### src/rtl/t1_evt_pkg.sv
package t1_evt_pkg;
  localparam int EVT_N  = 6;
  localparam int SYN_B  = 0;
  localparam int MIM_B  = 1;
  localparam int SEV_B  = 2;
  localparam int BE_B   = 3;
  localparam int FE_B   = 4;
  localparam int ALN_B  = 5;
  localparam logic ADDR_EN = 1'b0;
  localparam logic ADDR_ST = 1'b1;
  typedef logic [EVT_N-1:0] evt_vec_t;
endpackage

### src/rtl/t1_rst_sync.sv
module t1_rst_sync #(
  parameter int STAGES = 2
) (
  input  logic clk,
  input  logic rst_n,
  output logic rst_sync_n
);
  logic [STAGES-1:0] sync_q;

  always_ff @(posedge clk or negedge rst_n) begin
    if (!rst_n) sync_q <= '0;
    else        sync_q <= {sync_q[STAGES-2:0], 1'b1};
  end

  assign rst_sync_n = sync_q[STAGES-1];
endmodule

### src/rtl/t1_evt_detect.sv
module t1_evt_detect
  import t1_evt_pkg::*;
#(
  parameter int POS_W     = 8,
  parameter int SEV_LIMIT = 2
) (
  input  logic             clk,
  input  logic             rst_n,
  input  logic             fbit_err,
  input  logic             crc_err,
  input  logic             sf_bound,
  input  logic             esf_mode,
  input  logic             in_frame,
  input  logic             mimic,
  input  logic             realign,
  input  logic [POS_W-1:0] realign_pos,
  output evt_vec_t         evt
);
  localparam int CNT_W = $clog2(SEV_LIMIT + 1);
  localparam logic [CNT_W-1:0] CNT_MAX = CNT_W'(SEV_LIMIT);
  localparam logic [CNT_W-1:0] CNT_TRIG = CNT_W'(SEV_LIMIT - 1);

  logic [CNT_W-1:0] cnt_q, cnt_d;
  logic             mim_q, inf_q, have_q;
  logic [POS_W-1:0] pos_q;
  logic             sev_evt, aln_evt;

  // next-state logic
  always_comb begin
    cnt_d   = cnt_q;
    sev_evt = 1'b0;
    if (sf_bound) begin
      cnt_d = fbit_err ? CNT_W'(1) : '0;
    end else if (fbit_err) begin
      if (cnt_q == CNT_TRIG) sev_evt = 1'b1;
      if (cnt_q != CNT_MAX)  cnt_d = cnt_q + CNT_W'(1);
    end
  end

  assign aln_evt = realign && (!have_q || (realign_pos != pos_q));

  always_comb begin
    evt        = '0;
    evt[FE_B]  = fbit_err;
    evt[BE_B]  = esf_mode ? crc_err : fbit_err;
    evt[SEV_B] = sev_evt;
    evt[MIM_B] = mimic ^ mim_q;
    evt[SYN_B] = in_frame ^ inf_q;
    evt[ALN_B] = aln_evt;
  end

  // registers
  always_ff @(posedge clk or negedge rst_n) begin
    if (!rst_n) begin
      cnt_q <= '0;
      mim_q <= 1'b0;
      inf_q <= 1'b0;
    end else begin
      cnt_q <= cnt_d;
      mim_q <= mimic;
      inf_q <= in_frame;
    end
  end

  always_ff @(posedge clk or negedge rst_n) begin
    if (!rst_n) begin
      have_q <= 1'b0;
      pos_q  <= '0;
    end else if (realign) begin
      have_q <= 1'b1;
      pos_q  <= realign_pos;
    end
  end
endmodule

### src/rtl/t1_evt_regs.sv
module t1_evt_regs
  import t1_evt_pkg::*;
#(
  parameter int REG_W = 8
) (
  input  logic             clk,
  input  logic             rst_n,
  input  evt_vec_t         evt,
  input  logic             wr_en,
  input  logic             addr,
  input  logic [REG_W-1:0] wr_data,
  output logic [REG_W-1:0] rd_data,
  output evt_vec_t         stat_q,
  output evt_vec_t         en_q,
  output logic             irq_n
);
  evt_vec_t stat_d, clr;
  logic     en_ld;
  logic     unused_wr_hi;

  assign unused_wr_hi = ^wr_data[REG_W-1:EVT_N];
  assign clr   = (wr_en && addr == ADDR_ST) ? wr_data[EVT_N-1:0] : '0;
  assign en_ld = wr_en && (addr == ADDR_EN);

  for (genvar i = 0; i < EVT_N; i++) begin : g_flag
    assign stat_d[i] = evt[i] | (stat_q[i] & ~clr[i]);
  end

  always_ff @(posedge clk or negedge rst_n) begin
    if (!rst_n) stat_q <= '0;
    else        stat_q <= stat_d;
  end

  always_ff @(posedge clk or negedge rst_n) begin
    if (!rst_n)     en_q <= '0;
    else if (en_ld) en_q <= wr_data[EVT_N-1:0];
  end

  always_comb begin
    rd_data = '0;
    rd_data[EVT_N-1:0] = (addr == ADDR_ST) ? stat_q : en_q;
  end

  assign irq_n = ~|(stat_q & en_q);
endmodule

### src/rtl/t1_evt_irq_ctrl.sv
module t1_evt_irq_ctrl
  import t1_evt_pkg::*;
#(
  parameter int POS_W     = 8,
  parameter int SEV_LIMIT = 2,
  parameter int REG_W     = 8
) (
  input  logic             clk,
  input  logic             rst_n,
  input  logic             fbit_err_i,
  input  logic             crc_err_i,
  input  logic             sf_bound_i,
  input  logic             esf_mode_i,
  input  logic             in_frame_i,
  input  logic             mimic_i,
  input  logic             realign_i,
  input  logic [POS_W-1:0] realign_pos_i,
  input  logic             reg_wr_i,
  input  logic             reg_addr_i,
  input  logic [REG_W-1:0] reg_wdata_i,
  output logic [REG_W-1:0] reg_rdata_o,
  output logic             irq_n_o
);
  logic     rst_sync_n;
  evt_vec_t evt;
  evt_vec_t stat_q;
  evt_vec_t en_q;

  t1_rst_sync #(.STAGES(2)) rst_i (
    .clk        (clk),
    .rst_n      (rst_n),
    .rst_sync_n (rst_sync_n)
  );

  t1_evt_detect #(.POS_W(POS_W), .SEV_LIMIT(SEV_LIMIT)) det_i (
    .clk         (clk),
    .rst_n       (rst_sync_n),
    .fbit_err    (fbit_err_i),
    .crc_err     (crc_err_i),
    .sf_bound    (sf_bound_i),
    .esf_mode    (esf_mode_i),
    .in_frame    (in_frame_i),
    .mimic       (mimic_i),
    .realign     (realign_i),
    .realign_pos (realign_pos_i),
    .evt         (evt)
  );

  t1_evt_regs #(.REG_W(REG_W)) regs_i (
    .clk     (clk),
    .rst_n   (rst_sync_n),
    .evt     (evt),
    .wr_en   (reg_wr_i),
    .addr    (reg_addr_i),
    .wr_data (reg_wdata_i),
    .rd_data (reg_rdata_o),
    .stat_q  (stat_q),
    .en_q    (en_q),
    .irq_n   (irq_n_o)
  );
endmodule

### config.mk
export PLATFORM = sky130hd
export DESIGN_NAME = t1_evt_irq_ctrl
export DESIGN_NICKNAME = d
export VERILOG_FILES = /design/src/rtl/t1_evt_pkg.sv /design/src/rtl/t1_rst_sync.sv /design/src/rtl/t1_evt_detect.sv /design/src/rtl/t1_evt_regs.sv /design/src/rtl/t1_evt_irq_ctrl.sv
export SDC_FILE = /design/constraint.sdc
export NUM_CORES = 1
export LEC_CHECK = 0
export ABC_AREA = 1
export BUFFER_PORTS_ARGS = -buffer_cell sky130_fd_sc_hd__buf_4
export CAP_MARGIN = 5
export CELL_PAD_IN_SITES_DETAIL_PLACEMENT = 1
export CELL_PAD_IN_SITES_GLOBAL_PLACEMENT = 2
export CORE_MARGIN = 4
export CORE_UTILIZATION = 30
export DETAILED_ROUTE_END_ITERATION = 8
export PLACE_DENSITY = 0.79
export SYNTH_ARGS = -nofsm -noshare
export SYNTH_HDL_FRONTEND = slang
export SYNTH_SLANG_ARGS = --single-unit
### constraint.sdc
create_clock -name clk -period 1 [get_ports clk]
set_input_delay 0 -clock clk [delete_from_list [all_inputs] [get_ports clk]]
set_output_delay 0 -clock clk [all_outputs]
set_load 0.01 [all_outputs]
==> results.md <==
- Tot Pwr: ~2.7 mW
- Nature of the critical path startpoint: flop
- Largest net degree at the start of global routing: 26
- Uppermost routed layer: met4
- Antenna violations before repair: 0
- Max Fanout on Critical Path: 3
- DRC violations left: 0
- IO buf count: 31
- WS Path Type: reg -> out
- Post-Syn Instances: approximately 160
- Clock slew at reported path FFs: approximately 0.1 ns
- Drt initial violations: 14
- Die width: 75.6 um
- Total grt overflow: 0
- Post-synthesis sequential area ratio: 49.3%
- H-tree levels: 1
- Clock Latency Late Sink: ~0.27 ns
- Most common cell after layout, fill and taps aside: nand2_1
- Worst Path Buf+Inv: 1
- CTS Sinks: 27
- Skew final: between 0.003 and 0.004 ns
- # setup viols final: 4
- Vias in the first global route: around 1.3k
- CP max stage cell: dfrtp_1
- Mapped cell area: 1370 um^2
- Failing checks: negative setup slack
- CP endpoint kind: output port
- Total Wirelength: 3.21 mm
- Top cell type's share of synthesized area: between 40 and 50%
- Vias: roughly 1.2k
- DIE AREA: approximately 5700 um^2
- Clock root buffer: clkbuf_8
- Layout area overhead: 45.7%
- Util after Layout: about 46%
- Die H: 75.6 um
- CTS tree: built
- Max Fclk: 825 MHz
- Met2 Wirelength: roughly 1.7 mm
- Syn avg cell area: between 8 and 9 um^2
- Synthesized flop and latch total: 27
- Hold WC Path Type: in -> reg
- # diodes: 0
- Crit path max-delay family: flip-flops
- Tot GR Track Use: between 10% and 20%
- Synth area leader: dfrtp_1
- Most frequent cells in the layout: nand2_1, buf_4, dfrtp_1
- Nets@finish: roughly 250
- Initial Utilization: between 30% and 40%
- Dpl hpwl: 2.41 mm
- Top cells by area, synth: dfrtp_1, nand2_1, inv_1
- CP Data Arrival Time: 1.21 ns
- Core footprint: 4380 um^2
- First-pass DRT Iterations: 4
- Hold Fails Final Rpt: 0
- Final ANT Viol Nets: 0
- Synth warnings: 0
- RSZ-0062 raised after global routing: true
- Row cnt: 24
- Power Dens Cells: ~1400 nW/um^2
- Worst path cell trace: a22o_1, nor3_2, buf_4
- First-pass GRT wire length: approximately 5.5 mm
- Crit-path max cell delay: 0.42 ns
- Max_cap viols: 0
- WL/cell: around 12 um
- Min Tclk post-route: roughly 1.2 ns
- RePlAce Congestion: 0.780
- VDD IR-drop max: ~0.53 mV
- Leak pwr: 1.01 nW
- Final period util: 121%
- WP data required: 1.00 ns
- Design area: roughly 2000 um^2
- Sum Neg Setup Slack: -0.288 ns
- Final Max Tran Viols: 0
- Metal3 WL: 128 um
- Cell variety after synth: 26
- Status: finished, violations left
- Num CTS Buffers: 3
- Layout cells sized above 1: roughly 34%
- Wl on met1: about 1.3 mm
- I/O pins: 36
- Via-per-instance ratio: between 4 and 5
- Longest Clk Path Bufs: 2
- Fin worst setup slack: -0.212 ns
- Placed inst area: between 1500 and 2000 um^2
==> power breakdown <==
part	leakage [nW]	switching [mW]	internal, mW
clock network	0.0217	0.362	0.283
registers	0.311	0.0856	1.20
logic	0.673	0.351	0.413
total	1.01	0.799	1.90
==> cell type report <==
cell class | instances | area, um^2
fill | 509 | 2390
sequential | 27 | 676
multi-input combinational | 106 | 593
timing repair buffer | 59 | 514
inverter | 25 | 101
tap | 52 | 65.1
clock buffer | 3 | 41.3
clock inverter | 1 | 7.51
==> worst paths after layout <==
check                           startpoint               to  slack (ns)  cells past startpoint
min in group asynchronous            rst_n  rst_i.sync_q[0]        0.03                      2
hold / removal              reg_wdata_i[2]   regs_i.en_q[2]       0.002                      3
hold reg to reg            rst_i.sync_q[1]   det_i.pos_q[1]        0.23                      1
setup reg to reg            det_i.cnt_q[1]   det_i.cnt_q[1]       -0.05                      4
max in group asynchronous  rst_i.sync_q[1]   regs_i.en_q[1]        0.52                      1
setup / recovery            regs_i.en_q[5]          irq_n_o       -0.21                      3
==> per-stage QoR <==
step	hold WS (ns)	cells	setup slack [ns]
after floorplan	-0.296	163	0.0113
after global placement	-0.217	245	0.0267
after detailed placement	-0.216	245	-0.0800
after CTS	0.0000223	269	-0.243
after global routing	0.0139	273	-0.287
final	0.00223	273	-0.212
==> routing by layer <==
layer  up-vias  global-route usage (%)
met3         2                    1.98
li1        611                       -
met1       600                    14.2
met4         0                    2.91
met2        23                    23.7
met5         -                       0
==> worst reg2reg max path, cell delays in order (launching register included) <==
cell     delay [ns]
dfrtp_1        0.44
ha_4           0.18
nor2_4         0.12
nor2_4         0.05
o31ai_2        0.18
==> cell usage after synthesis <==
master / instances
a21oi_1: 1
a22o_1: 3
a22oi_1: 1
buf_12: 1
buf_4: 2
buf_6: 2
conb_1: 2
dfrtp_1: 27
ha_1: 2
inv_1: 21
inv_2: 3
inv_8: 1
nand2_1: 59
nand2_2: 3
nand2_4: 1
nand3_1: 2
nand4_1: 1
nor2_1: 3
nor2_2: 1
nor3_1: 1
o211ai_1: 2
o21ai_0: 7
o21ai_1: 5
o21ai_2: 6
o31ai_2: 1
xnor2_1: 4
==> registers in the layout, summed over array words and instances (netlist names) <==
name	count
det_i.pos_q	8
det_i.cnt_q	2
rst_i.sync_q	2
regs_i.stat_q	6
det_i.mim_q	1
det_i.have_q	1
regs_i.en_q	6
det_i.inf_q	1
==> kinds of logic (layout without fill, tap and decap cells) <==
family	Yosys count	count (layout)	synth area share [%]
AO/OA/AOI/OAI	26	26	13.0
XOR/XNOR	4	4	2.55
adder cells (fa/ha/maj)	2	2	1.82
buffers and inverters	30	88	11.6
flip-flops	27	27	49.3
other	2	3	0.548
AND/OR/NAND/NOR	71	71	21.2
==> what timing repair did <==
action	CTS	global route
hold endpoints to repair	21	1
pin swaps	4	16
resized for setup	9	15
hold buffers	17	1
endpoints found under the setup margin	4	11
setup buffers	3	5
Power figures use the tool's default switching activity.
